`src/rtl/sysreset_pkg.sv`:
```
`timescale 1ns/1ps
package sysreset_pkg;

  typedef enum logic [1:0] {
    CAUSE_POWER  = 2'b00,
    CAUSE_CLKMON = 2'b01,
    CAUSE_WDOG   = 2'b10
  } cause_e;

  localparam int SYNC_STAGES = 2;

endpackage

```
`src/rtl/sysreset_por.sv`:
```
`timescale 1ns/1ps
module sysreset_por #(
  parameter int POR_CYCLES  = 4064,
  parameter int SYNC_STAGES = 2
) (
  input  logic clk,
  input  logic pwr_ok,
  output logic por_busy
);

  localparam int CW = $clog2(POR_CYCLES + 1);
  localparam logic [CW-1:0] POR_LAST = CW'(POR_CYCLES);

  logic [SYNC_STAGES-1:0] sync_q, sync_d;
  logic [CW-1:0]          cnt_q, cnt_d;
  logic                   settled;

  assign settled = sync_q[SYNC_STAGES-1];

  always_comb begin
    sync_d = {sync_q[SYNC_STAGES-2:0], 1'b1};
    cnt_d  = cnt_q;
    if (settled && (cnt_q != POR_LAST)) begin
      cnt_d = cnt_q + 1'b1;
    end
  end

  always_ff @(posedge clk or negedge pwr_ok) begin
    if (!pwr_ok) begin
      sync_q <= '0;
      cnt_q  <= '0;
    end else begin
      sync_q <= sync_d;
      cnt_q  <= cnt_d;
    end
  end

  assign por_busy = (cnt_q != POR_LAST);

endmodule

```
`src/rtl/sysreset_extpin.sv`:
```
`timescale 1ns/1ps
module sysreset_extpin #(
  parameter int EXT_MIN     = 6,
  parameter int SYNC_STAGES = 2
) (
  input  logic clk,
  input  logic arst_n,
  input  logic pin_n,
  output logic hit,
  output logic active
);

  localparam int CW = $clog2(EXT_MIN + 1);
  localparam logic [CW-1:0] MIN_V  = CW'(EXT_MIN);
  localparam logic [CW-1:0] PRE_V  = CW'(EXT_MIN - 1);

  logic [SYNC_STAGES-1:0] sync_q, sync_d;
  logic [CW-1:0]          cnt_q, cnt_d;
  logic                   pin_low;

  assign pin_low = !sync_q[SYNC_STAGES-1];

  always_comb begin
    sync_d = {sync_q[SYNC_STAGES-2:0], pin_n};
    if (!pin_low) begin
      cnt_d = '0;
    end else if (cnt_q != MIN_V) begin
      cnt_d = cnt_q + 1'b1;
    end else begin
      cnt_d = cnt_q;
    end
  end

  always_ff @(posedge clk or negedge arst_n) begin
    if (!arst_n) begin
      sync_q <= '1;
      cnt_q  <= '0;
    end else begin
      sync_q <= sync_d;
      cnt_q  <= cnt_d;
    end
  end

  assign hit    = pin_low && (cnt_q == PRE_V);
  assign active = (cnt_q == MIN_V);

endmodule

```
`src/rtl/sysreset_wdog.sv`:
```
`timescale 1ns/1ps
module sysreset_wdog #(
  parameter int          PRE_BITS = 15,
  parameter int          CNT_BITS = 16,
  parameter logic [7:0]  SVC_KEY  = 8'h5A
) (
  input  logic       clk,
  input  logic       arst_n,
  input  logic       en,
  input  logic [1:0] sel,
  input  logic       clk_en,
  input  logic       halt,
  input  logic       svc_wr,
  input  logic [7:0] svc_data,
  output logic       fire
);

  localparam int PW = PRE_BITS + 2;

  logic [PW-1:0]       pre_q, pre_d, mask;
  logic [CNT_BITS-1:0] cnt_q, cnt_d;
  logic [1:0]          shift;
  logic                kick, clear, step, tick;

  always_comb begin
    case (sel)
      2'd0:    shift = 2'd0;
      2'd1:    shift = 2'd1;
      default: shift = 2'd2;
    endcase
    mask  = ~({PW{1'b1}} << (PRE_BITS + int'(shift)));
    kick  = svc_wr && (svc_data == SVC_KEY);
    clear = !en || halt || kick;
    step  = clk_en && en && !halt;
    tick  = step && (&(pre_q | ~mask));
    fire  = tick && (&cnt_q) && !kick;
  end

  always_comb begin
    if (clear || tick) begin
      pre_d = '0;
    end else if (step) begin
      pre_d = pre_q + 1'b1;
    end else begin
      pre_d = pre_q;
    end
    if (clear) begin
      cnt_d = '0;
    end else if (tick) begin
      cnt_d = cnt_q + 1'b1;
    end else begin
      cnt_d = cnt_q;
    end
  end

  always_ff @(posedge clk or negedge arst_n) begin
    if (!arst_n) begin
      pre_q <= '0;
      cnt_q <= '0;
    end else begin
      pre_q <= pre_d;
      cnt_q <= cnt_d;
    end
  end

endmodule

```
`src/rtl/sysreset_cmon.sv`:
```
`timescale 1ns/1ps
module sysreset_cmon #(
  parameter int LIMIT = 64
) (
  input  logic clk,
  input  logic arst_n,
  input  logic en,
  input  logic clk_en,
  input  logic ref_tick,
  input  logic halt,
  output logic fire
);

  localparam int CW = $clog2(LIMIT + 1);
  localparam logic [CW-1:0] LAST_V = CW'(LIMIT - 1);

  logic [CW-1:0] cnt_q, cnt_d;
  logic          clear;

  always_comb begin
    clear = !en || halt || clk_en;
    fire  = !clear && ref_tick && (cnt_q == LAST_V);
    if (clear) begin
      cnt_d = '0;
    end else if (ref_tick) begin
      cnt_d = cnt_q + 1'b1;
    end else begin
      cnt_d = cnt_q;
    end
  end

  always_ff @(posedge clk or negedge arst_n) begin
    if (!arst_n) begin
      cnt_q <= '0;
    end else begin
      cnt_q <= cnt_d;
    end
  end

endmodule

```
`src/rtl/sysreset_ctrl.sv`:
```
`timescale 1ns/1ps
module sysreset_ctrl
  import sysreset_pkg::*;
#(
  parameter int         POR_CYCLES  = 4064,
  parameter int         EXT_MIN     = 6,
  parameter int         WD_PRE_BITS = 15,
  parameter int         WD_CNT_BITS = 16,
  parameter int         CMON_LIMIT  = 64,
  parameter int         HOLD_CYCLES = 16,
  parameter logic [7:0] SVC_KEY     = 8'h5A
) (
  input  logic       clk,
  input  logic       pwr_ok,
  input  logic       ext_rst_n,
  input  logic       clk_en,
  input  logic       ref_tick,
  input  logic       cfg_wdog_en,
  input  logic [1:0] cfg_wdog_pre,
  input  logic       cfg_cmon_en,
  input  logic       svc_wr,
  input  logic [7:0] svc_data,
  output logic       sys_rst,
  output logic [1:0] rst_cause
);

  localparam int HW = $clog2(HOLD_CYCLES + 1);
  localparam logic [HW-1:0] HOLD_LD = HW'(HOLD_CYCLES);

  logic          por_busy, ext_hit, ext_active, wd_fire, cmon_fire;
  logic          any_event;
  logic [HW-1:0] hold_q, hold_d;
  cause_e        cause_q, cause_d;

  sysreset_por #(.POR_CYCLES(POR_CYCLES), .SYNC_STAGES(SYNC_STAGES)) u_por (
    .clk      (clk),
    .pwr_ok   (pwr_ok),
    .por_busy (por_busy)
  );

  sysreset_extpin #(.EXT_MIN(EXT_MIN), .SYNC_STAGES(SYNC_STAGES)) u_pin (
    .clk    (clk),
    .arst_n (pwr_ok),
    .pin_n  (ext_rst_n),
    .hit    (ext_hit),
    .active (ext_active)
  );

  sysreset_wdog #(
    .PRE_BITS (WD_PRE_BITS),
    .CNT_BITS (WD_CNT_BITS),
    .SVC_KEY  (SVC_KEY)
  ) u_wdog (
    .clk      (clk),
    .arst_n   (pwr_ok),
    .en       (cfg_wdog_en),
    .sel      (cfg_wdog_pre),
    .clk_en   (clk_en),
    .halt     (sys_rst),
    .svc_wr   (svc_wr),
    .svc_data (svc_data),
    .fire     (wd_fire)
  );

  sysreset_cmon #(.LIMIT(CMON_LIMIT)) u_cmon (
    .clk      (clk),
    .arst_n   (pwr_ok),
    .en       (cfg_cmon_en),
    .clk_en   (clk_en),
    .ref_tick (ref_tick),
    .halt     (sys_rst),
    .fire     (cmon_fire)
  );

  assign any_event = cmon_fire || wd_fire || ext_hit;

  // Cause selection: power-up first, then monitor, watchdog, pin.
  always_comb begin
    if (por_busy) begin
      cause_d = CAUSE_POWER;
    end else if (cmon_fire) begin
      cause_d = CAUSE_CLKMON;
    end else if (wd_fire) begin
      cause_d = CAUSE_WDOG;
    end else if (ext_hit) begin
      cause_d = CAUSE_POWER;
    end else begin
      cause_d = cause_q;
    end
    if (any_event) begin
      hold_d = HOLD_LD;
    end else if (hold_q != '0) begin
      hold_d = hold_q - 1'b1;
    end else begin
      hold_d = hold_q;
    end
  end

  always_ff @(posedge clk or negedge pwr_ok) begin
    if (!pwr_ok) begin
      cause_q <= CAUSE_POWER;
      hold_q  <= '0;
    end else begin
      cause_q <= cause_d;
      hold_q  <= hold_d;
    end
  end

  assign sys_rst   = por_busy || (hold_q != '0) || ext_active;
  assign rst_cause = cause_q;

endmodule


```
`config.mk`:
```
export PLATFORM = sky130hd
export DESIGN_NAME = sysreset_ctrl
export DESIGN_NICKNAME = d
export VERILOG_FILES = /design/src/rtl/sysreset_pkg.sv /design/src/rtl/sysreset_por.sv /design/src/rtl/sysreset_extpin.sv /design/src/rtl/sysreset_wdog.sv /design/src/rtl/sysreset_cmon.sv /design/src/rtl/sysreset_ctrl.sv
export SDC_FILE = /design/constraint.sdc
export NUM_CORES = 1
export LEC_CHECK = 0
export ABC_AREA = 1
export CAP_MARGIN = 20
export CORE_ASPECT_RATIO = 2
export CORE_MARGIN = 5
export CORE_UTILIZATION = 50
export CTS_BUF_LIST = sky130_fd_sc_hd__clkbuf_8
export CTS_CLUSTER_SIZE = 8
export DETAILED_ROUTE_END_ITERATION = 10
export PLACE_DENSITY = 0.68
export SKIP_CTS_REPAIR_TIMING = 1
export SLEW_MARGIN = 20
export SYNTH_ARGS = -nofsm -noshare
export SYNTH_HDL_FRONTEND = slang
export SYNTH_HIERARCHICAL = 1
export SYNTH_SLANG_ARGS = --single-unit
```
`constraint.sdc`:
```
create_clock -name clk -period 5.42 [get_ports clk]
set_clock_uncertainty 0.1 [all_clocks]
set_input_delay 1.355 -clock clk [delete_from_list [all_inputs] [get_ports clk]]
set_output_delay 1.355 -clock clk [all_outputs]
set_load 0.005 [all_outputs]
```
Word level (Yosys, flattened, before mapping)
Index checks and enable logic that the tools add are counted.

Equality and inequality tests: 7. Mux-type cells: 15. $add $sub $neg: 7. Shift operators: 1. Bitwise logic cells: 3. Reduce and logical (&&, ||, !) cells: 35.

Operators with widths (count): two-way mux 17 bit (2); inverter 17 bit (2); two-way mux 16 bit (2); << shifter 17 x 32 -> 17 bit, first input constant (1); adder 17 x 1 -> 17 bit, second input constant (1); bitwise OR 17 bit (1); AND reduction 17 bit (1); adder 16 x 1 -> 16 bit, second input constant (1); AND reduction 16 bit (1); two-way mux 7 bit (2); adder 12 x 1 -> 12 bit, second input constant (1); != test 12 bit, second input constant (1); logical AND 1 bit (10); two-way mux 5 bit (2); nonzero test 2 bit (5); logical OR 1 bit (9); equality test 8 x 7 -> 1 bit, second input constant (1); two-way mux 2 bit (4); adder 7 x 1 -> 7 bit, second input constant (1); equality test 7 x 6 -> 1 bit, second input constant (1); equality test 3 bit, second input constant (2); zero test 1 bit (6); two-way mux 3 bit (2); adder 4 x 2 -> 5 bit, first input constant (1); 8 further kinds (8).

Word-level logic and storage cells: 77. Flip-flop bits (word level): 66. Bits of input ports: 18. Output and inout bits: 3.

Longest topological paths before layout
Depth after elaboration: 14. Mapped depth: 19. Gate-level depth less buffers: 19.

Modules after synthesis
Netlist, hierarchy kept.

By module, submodules not included: sysreset_wdog (seq. area each 825.8 sq um, area an instance 2090.8 sq um, times used 1, cells an instance 306); sysreset_por (seq. area each 350.3 sq um, area an instance 850.8 sq um, times used 1, cells an instance 121); sysreset_cmon (seq. area each 175.2 sq um, area an instance 401.6 sq um, times used 1, cells an instance 53); sysreset_ctrl (seq. area each 175.2 sq um, area an instance 366.6 sq um, times used 1, cells an instance 46); sysreset_extpin (seq. area each 127.6 sq um, area an instance 254.0 sq um, times used 1, cells an instance 27).

Worst setup path after synthesis
Ideal clock, no wire load.

Path kind: flip-flop to output port. Start: register u_por.cnt_q[0]. End: output port sys_rst. Arrival: 1188 ps. Path buffers: 0. Stages on the path, launching flop included: 8. Path slack: 2777 ps. Required time: 3965 ps. Path through: dfrtp_1 > inv_1 > ha_1 > nand2_1 > nor2_1 > nand3_2 > nor2_1 > nand2_1.

Word-level cells in the longest chain between the ends: 3.

RTL lines: start, declared (line sysreset_por.sv:15) `logic [CW-1:0] cnt_q, cnt_d;`; start signal, assigned (line sysreset_por.sv:34) `cnt_q <= cnt_d;`; != test 12 bit (line sysreset_por.sv:38) `assign por_busy = (cnt_q != POR_LAST);`; via por_busy (line sysreset_ctrl.sv:30) `logic por_busy, ext_hit, ext_active, wd_fire, cmon_fire;`; logical OR 1 bit (2 in a row) (line sysreset_ctrl.sv:109) `assign sys_rst = por_busy || (hold_q != '0) || ext_active;`; end, declared (line sysreset_ctrl.sv:23) `output logic sys_rst,`.

The timed path passes the listed nets, and every way through them passes these cells.

Worst setup path in the final report
Same ends and word-level chain as after synthesis.

==> impl_metrics.ini <==
[timing]
setup_viol = 0
final_hold_viol_count = 0
timing.final.crit_share = 0.687
slew_violations = 0
slew-limit-headroom = 0.369
fin_ws_ps = 1690
fmax_ghz = 0.268
finalCriticalPeriod_ps = 3730
grt_setup_unrepaired = false
final.setup.tns_ps = 0
worst_slew_pin_slew_ps = 947

[setup_path]
worst_setup_path_start_kind = flip-flop
rr_startpoint = u_por/cnt_q[0]
critPathKind = reg -> out
crit_start = u_por/cnt_q[0]
cp_num_buf_inv = 2
worstPathMaxFanout = 6
critPathArrivalTime_ps = 2270
required_ps = 3960
slowest_stage = clkdlybuf4s50_1
crit_family = simple AND/OR/NAND/NOR gates
cp-end-kind = output pin
cp_slowest_stage_delay_ps = 510
crit_chain = inv_1 -> ha_1 -> nand2_1 -> nor2_1 -> nand3_2 -> nor2_1 -> nand2_1 -> clkdlybuf4s50_1

[synth]
ys_seq_area_frac = 0.417
yosys.area.top_type_share = 0.404
syn_avg_cell_area_sq_um = 7.17
synth-seq-cells = 66
syn_area_sq_mm = 0.00396
synth_nets = 581
yosysWarnings = 6
netlist_top_cells_area = dfrtp_1 40%, nand2_1 18%, nor2_1 8.0%
yosysTopAreaCell = dfrtp_1
synthCells = 553
yosysUniqueCellTypes = 32

[floorplanning]
rows = 46
start_util = 0.506
die-area_sq_mm = 0.00992
ios = 21
core_sq_mm = 0.00783
die_h_um = 136
chipWidth_um = 73.0

[clock_tree]
clk_latency_ps = 340
clkSlewWorstSetupHoldPaths_ps = 70
cts_tree = yes
clkSinkCount = 66
cts_buffers = 9
clockBufferDepth = 2
htreeDepth = 3
ctsRootBufferMaster = clkbuf_8

[cells_and_area]
drive_gt1_frac = 0.0788
multiInputGateArea_sq_mm = 0.00200
syn2layout_area_growth_pct = 11.4
layout.nets = 607
fillers = 793
antenna_cells = 0
regArea_sq_mm = 0.00165

[drt]
viasPerCell = 4.91
post-route-drc-count = 0
drt_iter0_markers = 184
vias = 3340
wl_per_cell_um = 11.4
postRouteAntennaNets = 0
dr.pass1.iters = 4
routed_wl_um = 7730

[hold_path]
hp-start = u_pin/sync_q[0]
min_path_type = reg -> reg

[run]
max_cap_viol_count = 0

[pwr]
peakVddDrop_v = 0.000198
p_leak_nw = 2.10
power_density_mw_per_mm2 = 253

[grt]
grt_max_degree = 43
grt.total_usage = 0.174
overflow = 0
first_global_vias = 3062
antenna_found_initial = 0
grt_pass1_wl_um = 13800

[placed_design]
hpwl_um = 5590
port-buffer-count = 20
gp_congestion = 0.824
dp_slack_ps = 1860

[status]
status = complete, no violations
## power by group
part / total (mW) / internal, mW / switching, mW
combinational: 0.174 / 0.0730 / 0.101
sequential: 0.567 / 0.530 / 0.0371
clock: 0.375 / 0.199 / 0.177
total: 1.12 / 0.802 / 0.315
## layer usage
metal	track usage	share of wire	up-vias
met5	0	0	-
met3	0.0407	0.037	8
met1	0.243	0.50	1513
met4	0.0626	0.013	0
met2	0.262	0.45	45
li1	-	-	1774
## layout by cell type (no fill, tap or decap)
master	count
a21oi_1	8
buf_2	1
buf_4	2
clkbuf_8	12
clkdlybuf4s50_1	19
clkinv_1	1
clkinvlp_4	1
conb_1	1
dfrtp_1	64
dfstp_2	2
ha_1	10
inv_1	63
inv_2	5
nand2_1	193
nand2_2	4
nand2_4	1
nand3_1	29
nand3_2	3
nand3b_1	5
nand3b_2	1
nand3b_4	1
nand4_1	24
nor2_1	85
nor2_2	9
nor2_4	1
nor3_1	6
nor3_4	1
nor3b_1	1
o21ai_0	3
o21ai_1	4
o21bai_1	4
or2_2	2
xnor2_1	2
xor2_1	16
## synthesized netlist by cell type (all sizes together)
master and count:
nand2 198, nor2 95, inv 65, dfrtp 64, nand3 32, nand4 24
xor2 16, ha 10, a21oi 8, buf 7, nand3b 7, nor3 7
o21ai 7, o21bai 4, dfstp 2, or2 2, xnor2 2, clkinv 1
conb 1, nor3b 1
## per-stage QoR
stage | cells | power, mW | area (sq um) | utilization | hold slack (ps)
after floorplan | 553 | 0.699 | 3960 | - | 231
after global placement | 664 | 0.747 | 4230 | 0.541 | 233
after detailed placement | 664 | 0.752 | 4230 | 0.541 | 237
after CTS | 680 | 1.14 | 4420 | 0.564 | 253
after global routing | 680 | 1.19 | 4420 | 0.564 | 261
final | 680 | 1.12 | 4420 | 0.564 | 260
## registers in the layout, summed over array words and instances (netlist names)
signal,cells
u_por/cnt_q,12
u_cmon/cnt_q,7
u_por/sync_q,2
rst_cause,2
u_wdog/pre_q,17
u_wdog/cnt_q,16
u_pin/cnt_q,3
hold_q,5
u_pin/sync_q,2
## worst reg2reg max path: cells and delay by family (launching register included)
family                   cells  cell delay (ps)
AND/OR/NAND/NOR             14             1620
adder cells (fa/ha/maj)      1              150
buffers and inverters        5              650
flip-flops                   1              440
## cell families (layout without fill, tap and decap cells)
| group | after synthesis | in the layout | synth area share |
|---|---|---|---|
| buffers and inverters | 73 | 104 | 0.0783 |
| other | 1 | 1 | 0.000946 |
| adder cells (fa/ha/maj) | 10 | 10 | 0.0316 |
| XOR/XNOR | 18 | 18 | 0.0398 |
| flip-flops | 66 | 66 | 0.417 |
| AND/OR/NAND/NOR | 366 | 366 | 0.406 |
| AO/OA/AOI/OAI | 19 | 19 | 0.0265 |
## cell type report
cell class,count,area share
clock buffers,12,0.0374
clock inverters,4,0.00425
inverters,66,0.0561
multi-input cells,414,0.453
flip-flops and latches,66,0.375
well taps,96,0.0272
repair buffers,22,0.0476
## path summary, 6_finish.rpt
kind,to,slack [ps],cells after the start
max in group asynchronous,u_por/cnt_q[5],3270,2
worst min-delay path,u_pin/sync_q[1],260,0
worst max-delay path,sys_rst,1690,8
worst min register to register,u_pin/sync_q[1],260,0
worst max register to register,hold_q[0],2340,20
min in group asynchronous,u_wdog/pre_q[4],1060,1
No activity file was read; power rests on OpenSTA's default activity.
